**config.mk**
```make
export PLATFORM = sky130hd
export DESIGN_NAME = fhadd_unit
export DESIGN_NICKNAME = d
export VERILOG_FILES = /design/src/rtl/fhadd_pkg.sv /design/src/rtl/fhadd_decode.sv /design/src/rtl/fhadd_halve.sv /design/src/rtl/fhadd_regfile.sv /design/src/rtl/fhadd_unit.sv
export SDC_FILE = /design/constraint.sdc
export NUM_CORES = 2
export LEC_CHECK = 0
export BUFFER_PORTS_ARGS = -buffer_cell sky130_fd_sc_hd__buf_2
export CELL_PAD_IN_SITES_DETAIL_PLACEMENT = 0
export CELL_PAD_IN_SITES_GLOBAL_PLACEMENT = 2
export CORE_MARGIN = 2
export CORE_UTILIZATION = 40
export CTS_CLUSTER_DIAMETER = 80
export DETAILED_ROUTE_END_ITERATION = 6
export GPL_TIMING_DRIVEN = 0
export PLACE_DENSITY = 0.8
export SKIP_CTS_REPAIR_TIMING = 1
export SLEW_MARGIN = 30
export SYNTH_ARGS = -nofsm -noshare
export SYNTH_HDL_FRONTEND = slang
export SYNTH_HIERARCHICAL = 1
export SYNTH_SLANG_ARGS = --single-unit
```
**constraint.sdc**
```tcl
create_clock -name clk -period 7.3 [get_ports clk]
set_clock_uncertainty 0.2 [all_clocks]
set_input_delay 1.46 -clock clk [delete_from_list [all_inputs] [get_ports clk]]
set_output_delay 1.46 -clock clk [all_outputs]
set_load 0.03 [all_outputs]
```
**src/rtl/fhadd_pkg.sv**
```systemverilog
// Package: shared constants and field layout for the halving-add slice.
// Assumes the fixed 32-bit instruction layout with 5-bit register indices.
package fhadd_pkg;

    localparam int INSN_W = 32;
    localparam int RIDX_W = 5;

    localparam logic [5:0] MAJOR_CODE = 6'b001000;
    localparam logic [6:0] SUB_CODE   = 7'b0010001;
    localparam logic [2:0] MINOR_CODE = 3'b101;

    // Field layout, most significant field first; the decoder relies on it.
    typedef struct packed {
        logic [5:0]        major;
        logic [RIDX_W-1:0] src_b;
        logic [RIDX_W-1:0] src_a;
        logic [RIDX_W-1:0] dst;
        logic              rnd;
        logic [6:0]        sub;
        logic [2:0]        minor;
    } hadd_word_t;

    typedef enum logic [1:0] {
        OUTCOME_IDLE     = 2'd0,
        OUTCOME_WRITE    = 2'd1,
        OUTCOME_RESERVED = 2'd2,
        OUTCOME_DSP_OFF  = 2'd3
    } outcome_t;

endpackage

```
**src/rtl/fhadd_decode.sv**
```systemverilog
// Module: fhadd_decode
// Splits an instruction word into fields and classifies the issue outcome.
// An encoding mismatch outranks the DSP-disabled condition, because a
// word that is not this instruction cannot be blamed on DSP state.
// Purely combinational.
module fhadd_decode
    import fhadd_pkg::*;
(
    input  logic                 valid_i,
    input  logic [INSN_W-1:0]    word_i,
    input  logic                 dsp_en_i,
    output outcome_t             outcome_o,
    output logic                 rnd_o,
    output logic [RIDX_W-1:0]    src_a_o,
    output logic [RIDX_W-1:0]    src_b_o,
    output logic [RIDX_W-1:0]    dst_o
);

    hadd_word_t fld;
    logic       code_hit;

    assign fld = hadd_word_t'(word_i);

    // Purpose: compare the three fixed code fields against this instruction.
    always_comb begin
        code_hit = (fld.major == MAJOR_CODE) &&
                   (fld.sub   == SUB_CODE)   &&
                   (fld.minor == MINOR_CODE);
    end

    // Purpose: rank the outcomes: idle, reserved, DSP disabled, then write.
    always_comb begin
        if (!valid_i)
            outcome_o = OUTCOME_IDLE;
        else if (!code_hit)
            outcome_o = OUTCOME_RESERVED;
        else if (!dsp_en_i)
            outcome_o = OUTCOME_DSP_OFF;
        else
            outcome_o = OUTCOME_WRITE;
    end

    // Purpose: hand the operand fields to the datapath and register file.
    always_comb begin
        rnd_o   = fld.rnd;
        src_a_o = fld.src_a;
        src_b_o = fld.src_b;
        dst_o   = fld.dst;
    end

endmodule

```
**src/rtl/fhadd_halve.sv**
```systemverilog
// Module: fhadd_halve
// Sign-extends two W-bit fractions by one bit and adds them. It adds the
// rounding bit at the bottom and returns the top W bits of the W+1-bit sum.
// The W+1-bit sum cannot overflow, so no saturation is needed.
module fhadd_halve #(
    parameter int W = 32
) (
    input  logic [W-1:0] a_i,
    input  logic [W-1:0] b_i,
    input  logic         rnd_i,
    output logic [W-1:0] y_o
);

    localparam int SW = W + 1;

    logic [SW-1:0] ext_a;
    logic [SW-1:0] ext_b;
    logic [SW-1:0] total;

    // Purpose: widen both operands by copying their sign bits.
    always_comb begin
        ext_a = {a_i[W-1], a_i};
        ext_b = {b_i[W-1], b_i};
    end

    // Purpose: form the wide sum with the optional +1 at bit 0, then halve.
    always_comb begin
        total = ext_a + ext_b + {{(SW-1){1'b0}}, rnd_i};
        y_o   = total[SW-1:1];
    end

endmodule

```
**src/rtl/fhadd_regfile.sv**
```systemverilog
// Module: fhadd_regfile
// DEPTH x W register file with NRD combinational read ports and one write
// port. Entry 0 reads as zero and is never written.
// Reset is synchronous and active-low, and it clears every entry.
module fhadd_regfile #(
    parameter int W     = 32,
    parameter int DEPTH = 32,
    parameter int NRD   = 2,
    localparam int AW   = $clog2(DEPTH)
) (
    input  logic                clk,
    input  logic                rst_n,
    input  logic                we_i,
    input  logic [AW-1:0]       waddr_i,
    input  logic [W-1:0]        wdata_i,
    input  logic [NRD-1:0][AW-1:0] raddr_i,
    output logic [NRD-1:0][W-1:0]  rdata_o
);

    logic [W-1:0] mem [DEPTH];

    // Purpose: clear on reset, else store one word; index 0 is never stored.
    always_ff @(posedge clk) begin
        if (!rst_n) begin
            for (int i = 0; i < DEPTH; i++) mem[i] <= '0;
        end else if (we_i && (waddr_i != '0)) begin
            mem[waddr_i] <= wdata_i;
        end
    end

    // One combinational read path per port.
    for (genvar p = 0; p < NRD; p++) begin : g_rd
        // Purpose: return the entry, forcing zero for index 0.
        always_comb begin
            if (raddr_i[p] == '0) rdata_o[p] = '0;
            else                  rdata_o[p] = mem[raddr_i[p]];
        end
    end

endmodule

```
**src/rtl/fhadd_unit.sv**
```systemverilog
// Module: fhadd_unit (top)
// Single-cycle halving-add slice: decode, operand read, halving adder,
// exception outputs and a register-file write at the next rising edge.
// Assumes one instruction per cycle and no pipelining.
module fhadd_unit
    import fhadd_pkg::*;
#(
    parameter int XLEN    = 32,
    parameter int REG_CNT = 32
) (
    input  logic                 clk,
    input  logic                 rst_n,
    input  logic                 instr_valid,
    input  logic [31:0]          instr_word,
    input  logic                 dsp_enable,
    input  logic                 load_en,
    input  logic [4:0]           load_addr,
    input  logic [XLEN-1:0]      load_data,
    output logic                 res_valid,
    output logic [4:0]           res_addr,
    output logic [XLEN-1:0]      res_data,
    output logic                 exc_reserved,
    output logic                 exc_dsp_off
);

    localparam int NRD = 2;

    outcome_t                   outcome;
    logic                       rnd;
    logic [RIDX_W-1:0]          src_a;
    logic [RIDX_W-1:0]          src_b;
    logic [RIDX_W-1:0]          dst;
    logic [NRD-1:0][RIDX_W-1:0] rd_idx;
    logic [NRD-1:0][XLEN-1:0]   rd_val;
    logic [XLEN-1:0]            sum_half;
    logic                       wr_en;
    logic [RIDX_W-1:0]          wr_idx;
    logic [XLEN-1:0]            wr_val;

    fhadd_decode u_dec (
        .valid_i   (instr_valid),
        .word_i    (instr_word),
        .dsp_en_i  (dsp_enable),
        .outcome_o (outcome),
        .rnd_o     (rnd),
        .src_a_o   (src_a),
        .src_b_o   (src_b),
        .dst_o     (dst)
    );

    // Purpose: route the two source indices to the read ports.
    always_comb begin
        rd_idx[0] = src_a;
        rd_idx[1] = src_b;
    end

    fhadd_regfile #(
        .W     (XLEN),
        .DEPTH (REG_CNT),
        .NRD   (NRD)
    ) u_rf (
        .clk     (clk),
        .rst_n   (rst_n),
        .we_i    (wr_en),
        .waddr_i (wr_idx),
        .wdata_i (wr_val),
        .raddr_i (rd_idx),
        .rdata_o (rd_val)
    );

    fhadd_halve #(.W(XLEN)) u_alu (
        .a_i   (rd_val[0]),
        .b_i   (rd_val[1]),
        .rnd_i (rnd),
        .y_o   (sum_half)
    );

    // Purpose: drive the result port and the two exception flags.
    always_comb begin
        res_valid    = (outcome == OUTCOME_WRITE);
        res_addr     = dst;
        res_data     = sum_half;
        exc_reserved = (outcome == OUTCOME_RESERVED);
        exc_dsp_off  = (outcome == OUTCOME_DSP_OFF);
    end

    // Purpose: merge the result and load requests; a result write wins.
    always_comb begin
        wr_en  = res_valid || load_en;
        wr_idx = res_valid ? dst      : load_addr;
        wr_val = res_valid ? sum_half : load_data;
    end

endmodule

```
==> results.md <==
* Logic pwr share at 0.218
* Worst path arrival time at 5.91 ns
* Clock latency on the worst-skew pair at 0.77 ns
* Final setup violation count at 13
* Violated checks: negative setup slack
* Mapped Cells at 3,832
* CTS Buffer Depth at 3
* Post-detailed-route wirelength per cell at 37.4 µm
* Seq cells post-synth at 1,024
* Area grow syn2layout at 21.7%
* Die Area at 0.145 mm²
* Detailed-route wire length at 234,000 µm
* CTS Sinks at 1,024
* CP Launch Type: primary input
* Die height at 381 µm
* H-tree Lvls at 3
* Ports at 114
* Number of port buffers at 96
* Net Switching at 4.73 mW
* Lkg Pwr at 24.2 nW
* First-pass GRT wire length at 315,000 µm
* Crit path kind: in2out
* Residual DRC at 0
* Post-synthesis sequential area ratio at 0.541
* FP Rows at 138
* CP required at 5.64 ns
* PD cells at 236 mW/mm²
* HPWL Detailed at 171,000 µm
* Internal Power at 11.6 mW
* CP max FO at 10
* Dpl cell area at 0.0624 mm²
* Final ANT Viol Nets at 0
* Hold Slack at 1.04 ns
* Fin util at 0.490
* Reg clk slew, reported paths at 0.06 ns
* Pin count of the biggest net entering global routing at 33
* Iter 0 DRT Violations at 6,364
* Core area at 0.141 mm²
* Clock Power Share at 0.355
* Tcrit/Tclk final at 1.04
* Leading area contributor after synthesis: edfxtp_1
* Share of the synthesized area in the top cell type at 0.541
* Placer Congestion at 0.973
* Initial Utilization at 0.402
* Tmin final at 7.57 ns
* Final Power at 16.3 mW
* WHS Path Cells at 3
* Total track usage at 0.318
* FILL cells at 12,100
* Synth unique cells at 81
* Slew margin rel. at 0.0410
* Biggest register: u_rf/mem
* Final Hold Vio Count at 0
* Warnings from Yosys at 6
* Async SR Flop Fraction at 0
* Drt first pass iters at 5
* Clock buffer count from CTS at 116
* Top FF cell, synth: edfxtp_1
* Synth top area cells: edfxtp_1 (54%), mux4_2 (19%), and2_1 (11%)
* Fraction of layout cells with a size suffix above 1 at 0.316
* Max FFs per register at 1,024
* Max Clk Rate at 132 MHz
* EDFF count, synth at 1,024
* Top Registers: u_rf/mem x1024
* Clock root cell: clkbuf_16
* Fin worst setup slack at -0.275 ns
* Routed vias/inst at 6.37
* Via count at 39,900
* Number of global-route vias before repair at 39,000
* Max_cap viols at 0
* R2r worst-path depth at 21
* Place WS at -2.60 ns
* Worst min path class: in2reg
* Initial antenna violation count at 8
* Synth Cell Area at 0.0568 mm²
* Worst vdd ir at 0.199 mV
* Synth Area per Inst at 14.8 µm²
* Global route total overflow at 0
* Cell area after layout at 0.0692 mm²
* CTS tree: built
* Switch share at 0.289
* CP Capture Type: output pin
* Least-Margin Pin Slew at 1.44 ns
* Die Wd at 381 µm
* Status: finished with violations
* Nets at 4,379
* RSZ-0062 raised after global routing: true
* Sequential share of power at 0.427
* Fin. max-slew vios at 0
-- kinds of logic after synthesis --
logic type	after synthesis	share of synthesized area
other cells	1	0.0000660
flops	1024	0.541
compound gates	397	0.0512
mux	689	0.227
simple gates	1236	0.132
xor+xnor	27	0.00416
fa+ha+maj	33	0.00740
buf+inv	425	0.0365
-- worst paths after layout --
path | start | end | slack (ns)
hold / removal | load_data[1] | u_rf/mem[5][1] | 1.04
setup / recovery | instr_word[16] | res_data[29] | -0.27
hold reg to reg | u_rf/mem[8][20] | u_rf/mem[5][19] | 1.58
setup reg to reg | u_rf/mem[16][0] | u_rf/mem[20][29] | 1.72
-- power by group through the flow --
stage / combinational [mW] / sequential, mW / clock (mW)
after floorplan: 1.80 / 7.03 / 0
after global placement: 2.85 / 7.12 / 0
after detailed placement: 3.04 / 7.08 / 0
after CTS: 3.05 / 6.96 / 5.83
after global routing: 3.67 / 7.00 / 6.06
final: 3.56 / 6.97 / 5.80
-- metrics by stage --
step	std cells	TNS [ns]
floorplan	3863	0
global route	6259	-2.55
detailed placement	5933	-995.13
CTS	6148	-353.50
finish	6263	-2.20
global placement	5849	-4738.06
-- cell usage in the layout (no fill, tap or decap), types with 51 or more instances in the layout --
cell          n
clkbuf_1    230
mux2_2       59
buf_16       88
a22o_1       51
edfxtp_1   1024
mux4_2      472
o22ai_1      87
buf_6        55
buf_2        93
buf_4       149
mux2i_1     147
clkbuf_16   118
and2_1      998
nor2_1       55
-- critical path, cell delays in order --
cell and delay (ns):
buf_12 0.12, buf_12 0.15, buf_16 0.16, buf_16 0.17, nor4b_4 0.51, clkbuf_4 0.47
nor3_2 0.14, ha_1 0.31, a21o_1 0.20, fa_2 0.40, a211oi_4 0.28, o21ai_4 0.11
a21oi_4 0.19, buf_12 0.14, buf_6 0.10, nor2_4 0.04, a221oi_4 0.25, buf_6 0.17
o31ai_4 0.06, xor2_1 0.22, buf_4 0.20
-- area by class of cell --
class                   count  area (µm²)  share of cell area
flip-flops and latches   1024       30700               0.444
multi-input cells        2414       25600               0.370
repair buffers            304        3700              0.0535
plain buffers             402        3080              0.0444
clock buffers             147        3040              0.0439
well taps                1890        2360              0.0342
clock inverters            68         641             0.00926
inverters                  10        40.0            0.000579
diodes                      4        10.0            0.000145
-- synthesized netlist by cell type (4+ instances only) --
cell type,number
edfxtp_1,1024
and2_1,998
mux4_2,472
clkbuf_1,278
mux2i_1,150
o22ai_1,103
buf_4,63
nor3_1,62
mux2_2,59
nor2_1,59
a22o_1,51
o21ai_0,49
a21oi_1,43
a2111oi_1,32
buf_2,32
ha_1,32
nand2_1,31
a2111oi_0,25
buf_6,24
nor2b_1,20
xnor2_1,17
a21o_1,16
a22oi_1,16
buf_1,15
a211oi_1,11
inv_1,10
xor2_1,10
mux2_4,8
nand3_1,8
o21a_1,8
nand2b_1,6
nor4_1,6
a221oi_1,5
and3_1,5
nand3b_1,5
nand4_1,5
a32o_1,4
o21bai_1,4
or3_1,4
-- layer usage --
layer / global-route usage / share of wire / vias up
met5: 0 / 0.00029 / -
met4: 0.192 / 0.069 / 10
met3: 0.0804 / 0.12 / 601
met2: 0.470 / 0.44 / 3107
met1: 0.422 / 0.37 / 20400
li1: - / - / 15800
Note: power is estimated with default switching activity, not from simulation.
